==> config.mk <==
export PLATFORM = sky130hd
export DESIGN_NAME = ccd_timing_gen
export DESIGN_NICKNAME = d
export VERILOG_FILES = /design/src/rtl/ccdtg_pkg.sv /design/src/rtl/ccdtg_counters.sv /design/src/rtl/ccdtg_hdrive.sv /design/src/rtl/ccdtg_vdrive.sv /design/src/rtl/ccdtg_shutter.sv /design/src/rtl/ccd_timing_gen.sv
export SDC_FILE = /design/constraint.sdc
export NUM_CORES = 1
export LEC_CHECK = 0
export BUFFER_PORTS_ARGS = -buffer_cell sky130_fd_sc_hd__buf_2
export CAP_MARGIN = 40
export CORE_MARGIN = 2
export CORE_UTILIZATION = 30
export CTS_BUF_LIST = sky130_fd_sc_hd__clkbuf_8
export DETAILED_ROUTE_END_ITERATION = 8
export MAX_ROUTING_LAYER = met4
export PLACE_DENSITY = 0.55
export SYNTH_ARGS = -nofsm -noshare
export SYNTH_HDL_FRONTEND = slang
export SYNTH_SLANG_ARGS = --single-unit
==> constraint.sdc <==
create_clock -name clk -period 1.9 [get_ports clk]
set_input_delay 0.19 -clock clk [delete_from_list [all_inputs] [get_ports clk]]
set_output_delay 0.19 -clock clk [all_outputs]
set_load 0.01 [all_outputs]
==> src/rtl/ccdtg_pkg.sv <==
package ccdtg_pkg;
  localparam int unsigned SUB_N = 4;
  localparam int unsigned SUB_W = 2;
  localparam logic [SUB_W-1:0] SUB_RESET = 2'd0;
  localparam logic [SUB_W-1:0] SUB_REF   = 2'd1;
  localparam logic [SUB_W-1:0] SUB_RISE  = 2'd2;
  localparam logic [SUB_W-1:0] SUB_DAT   = 2'd3;
  localparam int unsigned V_STEPS = 5;

  typedef struct packed {
    logic hclk_a;
    logic hclk_b;
    logic rst_gate;
    logic samp_ref;
    logic samp_dat;
  } hdrv_t;
endpackage

==> src/rtl/ccdtg_counters.sv <==
module ccdtg_counters
  import ccdtg_pkg::*;
#(
  parameter int unsigned H_TOTAL = 1077,
  parameter int unsigned V_TOTAL = 788,
  parameter int unsigned PW      = $clog2(H_TOTAL),
  parameter int unsigned LW      = $clog2(V_TOTAL)
) (
  input  logic             clk,
  input  logic             rst_n,
  input  logic             frame_start,
  output logic [SUB_W-1:0] sub_q,
  output logic [PW-1:0]    pix_q,
  output logic [LW-1:0]    line_q,
  output logic [SUB_W-1:0] sub_d,
  output logic [PW-1:0]    pix_d,
  output logic [LW-1:0]    line_d,
  output logic             wrap_d,
  output logic             line_start_q
);
  localparam logic [PW-1:0] PIX_LAST  = PW'(H_TOTAL - 1);
  localparam logic [LW-1:0] LINE_LAST = LW'(V_TOTAL - 1);

  logic last_sub, last_pix, last_line;

  assign last_sub  = (sub_q == SUB_DAT);
  assign last_pix  = (pix_q == PIX_LAST);
  assign last_line = (line_q == LINE_LAST);

  always_comb begin
    sub_d  = sub_q + SUB_W'(1);
    pix_d  = pix_q;
    line_d = line_q;
    wrap_d = 1'b0;
    if (last_sub) begin
      pix_d = last_pix ? '0 : pix_q + PW'(1);
      if (last_pix) begin
        line_d = last_line ? '0 : line_q + LW'(1);
        wrap_d = last_line;
      end
    end
    if (frame_start) begin
      sub_d  = '0;
      pix_d  = '0;
      line_d = '0;
    end
  end

  always_ff @(posedge clk or negedge rst_n) begin
    if (!rst_n) begin
      sub_q        <= '0;
      pix_q        <= '0;
      line_q       <= '0;
      line_start_q <= 1'b0;
    end else begin
      sub_q        <= sub_d;
      pix_q        <= pix_d;
      line_q       <= line_d;
      line_start_q <= (sub_d == SUB_RESET) && (pix_d == '0);
    end
  end

  p_pix_range_r1: assert property (@(posedge clk) disable iff (!rst_n)
    (pix_q <= PIX_LAST) && (line_q <= LINE_LAST));

  p_restart_r9: assert property (@(posedge clk) disable iff (!rst_n)
    frame_start |=> (sub_q == '0) && (pix_q == '0) && (line_q == '0));

  p_pix_step_r1: assert property (@(posedge clk) disable iff (!rst_n)
    (!frame_start && !last_sub) |=> $stable(pix_q));
endmodule

==> src/rtl/ccdtg_hdrive.sv <==
module ccdtg_hdrive
  import ccdtg_pkg::*;
#(
  parameter int unsigned PW       = 11,
  parameter int unsigned VX_START = 1048,
  parameter int unsigned VX_STEP  = 4
) (
  input  logic             clk,
  input  logic             rst_n,
  input  logic [SUB_W-1:0] sub_d,
  input  logic [PW-1:0]    pix_d,
  output hdrv_t            drv_q
);
  localparam logic [PW-1:0] VX_LO = PW'(VX_START);
  localparam logic [PW-1:0] VX_HI = PW'(VX_START + V_STEPS * VX_STEP);

  logic  hold_d;
  hdrv_t drv_d;

  assign hold_d = (pix_d >= VX_LO) && (pix_d < VX_HI);

  always_comb begin
    drv_d.hclk_a   = !hold_d && (sub_d >= SUB_RISE);
    drv_d.hclk_b   = hold_d || (sub_d < SUB_RISE);
    drv_d.rst_gate = !hold_d && (sub_d == SUB_RESET);
    drv_d.samp_ref = !hold_d && (sub_d == SUB_REF);
    drv_d.samp_dat = !hold_d && (sub_d == SUB_DAT);
  end

  always_ff @(posedge clk or negedge rst_n) begin
    if (!rst_n) drv_q <= '0;
    else        drv_q <= drv_d;
  end

  p_hclk_compl_r2: assert property (@(posedge clk) disable iff (!rst_n)
    $past(rst_n) |-> (drv_q.hclk_a != drv_q.hclk_b));

  p_strobe_excl_r3: assert property (@(posedge clk) disable iff (!rst_n)
    $onehot0({drv_q.rst_gate, drv_q.samp_ref, drv_q.samp_dat}));

  p_ref_before_rise_r3: assert property (@(posedge clk) disable iff (!rst_n)
    $rose(drv_q.hclk_a) |-> $past(drv_q.samp_ref));

  p_dat_after_rise_r3: assert property (@(posedge clk) disable iff (!rst_n)
    $rose(drv_q.samp_dat) |-> $past(drv_q.hclk_a));
endmodule

==> src/rtl/ccdtg_vdrive.sv <==
module ccdtg_vdrive
  import ccdtg_pkg::*;
#(
  parameter int unsigned PW        = 11,
  parameter int unsigned LW        = 10,
  parameter int unsigned VX_START  = 1048,
  parameter int unsigned VX_STEP   = 4,
  parameter int unsigned READ_LINE = 0
) (
  input  logic          clk,
  input  logic          rst_n,
  input  logic [PW-1:0] pix_d,
  input  logic [LW-1:0] line_d,
  output logic [3:0]    vclk_q,
  output logic          rdout_a_q,
  output logic          rdout_b_q
);
  localparam logic [PW-1:0] VX_LO  = PW'(VX_START);
  localparam logic [PW-1:0] VX_HI  = PW'(VX_START + V_STEPS * VX_STEP);
  localparam logic [PW-1:0] STEP_P = PW'(VX_STEP);
  localparam logic [LW-1:0] RD_LN  = LW'(READ_LINE);

  logic          win_d, rd_line_d;
  logic [PW-1:0] step_d;
  logic [3:0]    vclk_d;

  assign win_d     = (pix_d >= VX_LO) && (pix_d < VX_HI);
  assign step_d    = (pix_d - VX_LO) / STEP_P;
  assign rd_line_d = (line_d == RD_LN);

  for (genvar i = 0; i < 4; i++) begin : g_phase
    assign vclk_d[i] = win_d && ((step_d == PW'(i)) || (step_d == PW'(i + 1)));
  end

  always_ff @(posedge clk or negedge rst_n) begin
    if (!rst_n) begin
      vclk_q    <= '0;
      rdout_a_q <= 1'b0;
      rdout_b_q <= 1'b0;
    end else begin
      vclk_q    <= vclk_d;
      rdout_a_q <= win_d && rd_line_d && (step_d == PW'(1));
      rdout_b_q <= win_d && rd_line_d && (step_d == PW'(3));
    end
  end

  p_rdout_a_in_v1_r6: assert property (@(posedge clk) disable iff (!rst_n)
    rdout_a_q |-> vclk_q[0]);

  p_rdout_b_in_v3_r6: assert property (@(posedge clk) disable iff (!rst_n)
    rdout_b_q |-> vclk_q[2]);

  p_phase_overlap_r4: assert property (@(posedge clk) disable iff (!rst_n)
    $countones(vclk_q) <= 2);
endmodule

==> src/rtl/ccdtg_shutter.sv <==
module ccdtg_shutter #(
  parameter int unsigned PW         = 11,
  parameter int unsigned LW         = 10,
  parameter int unsigned XSUB_START = 1040,
  parameter int unsigned XSUB_LEN   = 4
) (
  input  logic          clk,
  input  logic          rst_n,
  input  logic          frame_start,
  input  logic          wrap_d,
  input  logic [LW-1:0] shutter_line,
  input  logic [PW-1:0] pix_d,
  input  logic [LW-1:0] line_d,
  output logic          sweep_q
);
  localparam logic [PW-1:0] XS_LO = PW'(XSUB_START);
  localparam logic [PW-1:0] XS_HI = PW'(XSUB_START + XSUB_LEN);

  logic          load_en;
  logic [LW-1:0] shut_q, shut_d;
  logic          sweep_d;

  assign load_en = frame_start || wrap_d;
  assign shut_d  = load_en ? shutter_line : shut_q;
  assign sweep_d = (line_d < shut_d) && (pix_d >= XS_LO) && (pix_d < XS_HI);

  always_ff @(posedge clk or negedge rst_n) begin
    if (!rst_n) begin
      shut_q  <= '0;
      sweep_q <= 1'b0;
    end else begin
      if (load_en) shut_q <= shutter_line;
      sweep_q <= sweep_d;
    end
  end

  p_sweep_line_r7: assert property (@(posedge clk) disable iff (!rst_n)
    $rose(sweep_q) |-> (shut_q != '0));
endmodule

==> src/rtl/ccd_timing_gen.sv <==
module ccd_timing_gen
  import ccdtg_pkg::*;
#(
  parameter int unsigned H_TOTAL    = 1077,
  parameter int unsigned V_TOTAL    = 788,
  parameter int unsigned VX_START   = 1048,
  parameter int unsigned VX_STEP    = 4,
  parameter int unsigned XSUB_START = 1040,
  parameter int unsigned XSUB_LEN   = 4,
  parameter int unsigned READ_LINE  = 0
) (
  input  logic                       clk,
  input  logic                       rst_n,
  input  logic                       frame_start,
  input  logic [$clog2(V_TOTAL)-1:0] shutter_line,
  output logic                       hclk_a,
  output logic                       hclk_b,
  output logic                       rst_gate,
  output logic                       samp_ref,
  output logic                       samp_dat,
  output logic [3:0]                 vclk,
  output logic                       rdout_a,
  output logic                       rdout_b,
  output logic                       sweep,
  output logic [1:0]                 pix_phase,
  output logic [$clog2(H_TOTAL)-1:0] pix_cnt,
  output logic [$clog2(V_TOTAL)-1:0] line_cnt,
  output logic                       line_start
);
  localparam int unsigned PW = $clog2(H_TOTAL);
  localparam int unsigned LW = $clog2(V_TOTAL);

  logic             rst_meta, rst_sync;
  logic [SUB_W-1:0] sub_d;
  logic [PW-1:0]    pix_d;
  logic [LW-1:0]    line_d;
  logic             wrap_d;
  hdrv_t            drv;

  always_ff @(posedge clk or negedge rst_n) begin
    if (!rst_n) begin
      rst_meta <= 1'b0;
      rst_sync <= 1'b0;
    end else begin
      rst_meta <= 1'b1;
      rst_sync <= rst_meta;
    end
  end

  ccdtg_counters #(.H_TOTAL(H_TOTAL), .V_TOTAL(V_TOTAL), .PW(PW), .LW(LW)) u_cnt (
    .clk(clk), .rst_n(rst_sync), .frame_start(frame_start),
    .sub_q(pix_phase), .pix_q(pix_cnt), .line_q(line_cnt),
    .sub_d(sub_d), .pix_d(pix_d), .line_d(line_d), .wrap_d(wrap_d),
    .line_start_q(line_start)
  );

  ccdtg_hdrive #(.PW(PW), .VX_START(VX_START), .VX_STEP(VX_STEP)) u_hdrv (
    .clk(clk), .rst_n(rst_sync), .sub_d(sub_d), .pix_d(pix_d), .drv_q(drv)
  );

  ccdtg_vdrive #(.PW(PW), .LW(LW), .VX_START(VX_START), .VX_STEP(VX_STEP),
                 .READ_LINE(READ_LINE)) u_vdrv (
    .clk(clk), .rst_n(rst_sync), .pix_d(pix_d), .line_d(line_d),
    .vclk_q(vclk), .rdout_a_q(rdout_a), .rdout_b_q(rdout_b)
  );

  ccdtg_shutter #(.PW(PW), .LW(LW), .XSUB_START(XSUB_START), .XSUB_LEN(XSUB_LEN)) u_shut (
    .clk(clk), .rst_n(rst_sync), .frame_start(frame_start), .wrap_d(wrap_d),
    .shutter_line(shutter_line), .pix_d(pix_d), .line_d(line_d), .sweep_q(sweep)
  );

  assign hclk_a   = drv.hclk_a;
  assign hclk_b   = drv.hclk_b;
  assign rst_gate = drv.rst_gate;
  assign samp_ref = drv.samp_ref;
  assign samp_dat = drv.samp_dat;

  p_freeze_r5: assert property (@(posedge clk) disable iff (!rst_sync)
    (|vclk) |-> (!hclk_a && hclk_b && !rst_gate && !samp_ref && !samp_dat));

  p_line_flag_r10: assert property (@(posedge clk) disable iff (!rst_sync)
    line_start |-> ((pix_cnt == '0) && (pix_phase == 2'd0)));

  p_sweep_apart_r7: assert property (@(posedge clk) disable iff (!rst_sync)
    sweep |-> (vclk == 4'b0000));
endmodule

* Word level (Yosys, flattened, before mapping)
Index checks and enable logic that the tools add are counted.
** Cells by class
- Add/sub/neg operators :: 4
- Equal/unequal tests :: 9
- Magnitude comparators :: 7
- Reductions and logical operators :: 26
- Mux-type cells :: 11
** Operators by type and width (number)
- $mux 10 :: 5
- $mux 11 :: 3
- $ge 11x11->1 const B :: 2
- $logic_not 11->1 :: 2
- $lt 11x11->1 const B :: 2
- $eq 9x2->1 const B :: 2
- $logic_and 1x1->1 :: 15
- $add 11x1->11 const B :: 1
- $eq 11x11->1 const B :: 1
- $sub 11x11->11 const B :: 1
- $add 10x1->10 const B :: 1
- $eq 10x10->1 const B :: 1
- $logic_not 10->1 :: 1
- $lt 10x10->1 :: 1
- $eq 9x1->1 const B :: 1
- $eq 9x3->1 const B :: 1
- $logic_or 1x1->1 :: 6
- $eq 2x2->1 const B :: 2
- $add 2x1->2 const B :: 1
- $eq 2x1->1 const B :: 1
- $ge 2x2->1 const B :: 1
- $logic_not 2->1 :: 1
- $lt 2x2->1 const B :: 1
- $mux 1 :: 2
- 2 further kinds :: 2
** Word-level totals
- Logic and storage cells :: 73
- Input port bits :: 13
- Register bits :: 48

* Longest topological paths before layout
- Depth in word-level cells :: 8
- Mapped depth :: 13

* Cells and area by module
From an unflattened synthesis, not the netlist that was laid out.
** Second synthesis, totals
- Cell total of the unflattened synthesis :: 274
- Area total of the unflattened synthesis :: 2735.1 um^2
** By module, submodules not included
- ccdtg_counters :: cells an instance 158, times used 1, area an instance 1393.8 um^2
- ccdtg_shutter :: cells an instance 59, times used 1, area an instance 655.6 um^2
- ccdtg_vdrive :: cells an instance 37, times used 1, area an instance 414.1 um^2
- ccdtg_hdrive :: cells an instance 17, times used 1, area an instance 217.7 um^2
- ccd_timing_gen :: cells an instance 3, times used 1, area an instance 53.8 um^2

* Worst setup path before layout
Ideal clock, no wire load.
- Path type :: reg-to-reg
- From :: register u_cnt.pix_q[7]
- To :: register u_shut.sweep_q
- Setup slack :: -1239 ps
- Stages on the path, launching flop included :: 13
- Arrival time :: 3072 ps
- Clock period less this slack :: 3139 ps
- Required time :: 1833 ps
- Path buffers :: 2
- Cell sequence :: dfrtp_1 -> or3_1 -> buf_2 -> or4_4 -> buf_6 -> nor3_4 -> nand3_1 -> xor2_1 -> nor2b_1 -> ha_1 -> a211o_1 -> nor4_1 -> o2111a_1
** On the way
- Elaborated cells between the ends (all ways) :: 17
** RTL lines
- start: declaration :: line ccdtg_counters.sv:13 : output logic [PW-1:0] pix_q,
- start signal: assignment :: line ccdtg_counters.sv:57 : pix_q <= pix_d;
- $eq 11x11->1 :: line ccdtg_counters.sv:27 : assign last_pix = (pix_q == PIX_LAST);
- $mux 10 :: line ccdtg_counters.sv:37 : if (last_pix) begin
- $mux 10 :: line ccdtg_counters.sv:35 : if (last_sub) begin
- $mux 10 :: line ccdtg_counters.sv:42 : if (frame_start) begin
- named net line_d[9] :: line ccd_timing_gen.sv:36 : logic [LW-1:0] line_d;
- $lt 10x10->1 :: line ccdtg_shutter.sv:25 : assign sweep_d = (line_d < shut_d) && (pix_d >= XS_LO) && (pix_d < XS_HI);
- $logic_and 1x1->1 (2 in a row) :: line ccdtg_shutter.sv:25
- named net u_shut.sweep_d :: line ccdtg_shutter.sv:21 : logic sweep_d;
- end signal: assignment :: line ccdtg_shutter.sv:33 : sweep_q <= sweep_d;
- end: declaration :: line ccdtg_shutter.sv:14 : output logic sweep_q
The timed path passes the listed nets, and every way through them passes these cells.

* Worst setup path in the final report
- From :: register u_cnt.pix_q[9]
- To :: register u_shut.sweep_q
The elaborated chain is that of the path after synthesis.

==> flow_summary.yaml <==
yosys:
  synth-main-ff-cell: "dfrtp_1"
  yosysWarnings: 0
  yosysSeqAreaShare_pct: 43.0
  synth_area_mm2: 0.00280
  synth_edf_count: 0
  synth_seq_cells: 48
  yosysUniqueCellTypes: 51
  synth_cells: 294
  postSynthAreaPerCell_um2: 9.51
  syn_nets: 323
  async_flop_share_pct: 100
outcome:
  violations: "setup timing"
  status: "complete, but fails checks"
drt:
  route.vias.total: 2729
  wl_um: 8500
  met3_length_um: 267
  met1_length_um: 3860
  antenna_violating_nets_post_route: 0
  routed-wl-met2_um: 4290
  highest_layer: "met4"
  firstDrtPassIters: 4
  drt-initial-drc-count: 150
  viasPerCell: 4.97
  drc_errors: 0
  wl_per_cell_um: 15.5
final_layout:
  fillCellCount: 859
  finalNetCount: 466
  diodes: 0
  drive_above_1_share_pct: 50.2
  synthToLayoutAreaGrowth_pct: 59.0
  utilization_pct: 48.6
  final-instance-count-excl-fill: 549
  final_cell_mix: "81 x buf_4, 48 x buf_2, 42 x dfrtp_1"
  final_common_cell: "buf_4"
setup_path:
  slowest_stage: "or4_4"
  crit_required_ps: 2140
  cp_slowest_stage_delay_ps: 470
  path_cells: "or3_4 > or4_4 > nor3_4 > nand3_1 > xor2_1 > nor2b_1 > ha_1 > a211o_1 > nor4_2 > o2111a_1"
  startpoint_type: "flop"
  cp-end-kind: "flop"
  cp.arrival_ps: 3120
  critPathMaxFanout: 4
  worst-setup-path-type: "flop to flop"
pwr:
  p_total_w: 0.00207
  leakage_nw: 2.11
  p_per_area_mw_per_mm2: 466
  peakVddDrop_mv: 0.265
die:
  dieArea_mm2: 0.0101
  die_y_um: 101
  row_count: 35
  die_w_um: 101
  initial_utilization_pct: 30.5
  core_mm2: 0.00915
  num_io_pins: 49
grt:
  grt.overflow.total: 0
  antenna_found_initial: 0
  grt_first_pass_wirelength_um: 13600
  grt_use_total_pct: 17.6
  grt_max_degree: 40
  grt_pass1_vias: 2774
sta:
  min_period_over_period_pct: 151
  drv_slew: 0
  hold_violations: 0
  clock_skew_ps: 5.43
  setup_violations: 21
  rsz0062_at_grt: "yes"
  layout_min_cycle_time_ps: 2870
  fmax_ghz: 0.348
  worst_slack_ps: -974
cts:
  clkSlewWorstSetupHoldPaths_ps: 90
  max-clock-path-buffers: 2
  ctsRootBufferMaster: "clkbuf_8"
  insertion_delay_ps: 300
  cts_sinks: 48
  cts_max_level: 2
  numCtsBuffers: 5
  cts_tree: "built"
placement:
  io_buffers: 48
  pre_cts_ws_ps: -994
  placed_cells: 519
  gp_congestion: 0.882
  dpl.hpwl_um: 6240
worst_hold_path:
  hold_path_class: "flop to asynchronous set/reset pin"
job:
  cap_violations: 0
## synth_stat cells, drive strengths merged, types with 3 or more instances
library cell	count	share of area, %
nor4	7	1.6
a21oi	11	2.0
o21ai	12	2.1
or3	5	1.1
o211ai	3	0.81
dfrtp	48	43
nor3	13	2.7
and2	5	1.1
a21o	3	0.81
clkbuf	6	0.81
mux2	3	1.2
nand3	11	2.0
nor2	25	3.4
a31oi	4	0.90
ha	16	7.2
nand2	16	2.1
xor2	6	1.9
nand2b	3	0.67
inv	23	3.1
and3	4	0.90
buf	6	1.3
mux2i	13	4.7
o21a	4	1.1
nand4bb	3	1.2
nand4	8	1.8
xnor2	6	1.9
## layer usage
layer | vias to the layer above | GRT usage (%)
met3 | 7 | 2.84
li1 | 1340 | -
met1 | 1321 | 23.0
met2 | 61 | 28.9
met5 | - | -
met4 | 0 | 4.00
## final timing paths
check                                    startpoint  cells past startpoint  slack, ps                          to
min reg2reg                      rst_sync$_DFF_PN0_                      0        110  u_vdrv.vclk_q[0]$_DFF_PN0_
max in group asynchronous        rst_sync$_DFF_PN0_                      1       1290    u_cnt.sub_q[0]$_DFF_PN0_
max reg2reg                u_cnt.pix_q[9]$_DFF_PN0_                     10       -970    u_shut.sweep_q$_DFF_PN0_
min in group clk                    shutter_line[9]                      3        120  u_shut.shut_q[9]$_DFF_PN0_
max                        u_cnt.pix_q[9]$_DFF_PN0_                     10       -970    u_shut.sweep_q$_DFF_PN0_
min                              rst_sync$_DFF_PN0_                      0        110  u_vdrv.vclk_q[0]$_DFF_PN0_
## kinds of logic after synthesis
logic type	count (synthesis)	share of synthesized area, %
simple gates	112	22.0
compound gates	54	12.9
flops	48	43.0
buf+inv	35	5.19
fa+ha+maj	16	7.16
mux	16	5.86
xor+xnor	12	3.76
other cells	1	0.134
## flip-flops by register name (all words and copies together), names as in the netlist, 2 cells and up
name / count
u_vdrv.vclk_q: 4
u_cnt.line_q: 10
u_cnt.pix_q: 11
u_cnt.sub_q: 2
u_hdrv.drv_q: 5
u_shut.shut_q: 10
## final cells by class
cell class / instances / area (um^2) / share of cell area, %
clock buffers: 6 / 82.6 / 1.86
clock inverters: 2 / 11.3 / 0.253
inverters: 23 / 96.3 / 2.17
multi-input cells: 211 / 1810 / 40.7
flip-flops and latches: 48 / 1210 / 27.2
well taps: 111 / 139 / 3.12
repair buffers: 148 / 1100 / 24.7
## through the flow
| step | hold slack, ps | cell area (um^2) | setup TNS (ps) |
|---|---|---|---|
| floorplan | -106 | 2900 | -8360 |
| global placement | -22.7 | 3820 | -9280 |
| detailed placement | -21.7 | 3820 | -9640 |
| CTS | 113 | 4140 | -9080 |
| global route | 115 | 4440 | -13050 |
| finish | 114 | 4440 | -10270 |
## critical path, delay by kind of cell (launching register included)
kind                     cells  cell delay [ps]
adder cells (fa/ha/maj)      1              270
AO/OA/AOI/OAI                2              530
flip-flops                   1              420
AND/OR/NAND/NOR              6             1440
XOR/XNOR                     1              150
## repair_timing
| action | CTS | global route |
|---|---|---|
| hold buffers | 1 | 0 |
| setup buffers | 8 | 17 |
| hold endpoints to repair | 2 | 0 |
| pin swaps | 6 | 16 |
| gates cloned | 0 | 1 |
| endpoints found under the setup margin | 27 | 31 |
| gates resized for setup | 38 | 42 |
## power by group
group / switching, W / internal [W]
logic: 0.000171 / 0.000167
clock network: 0.000352 / 0.000291
registers: 0.0000264 / 0.00107
Power figures use the tool's default switching activity.
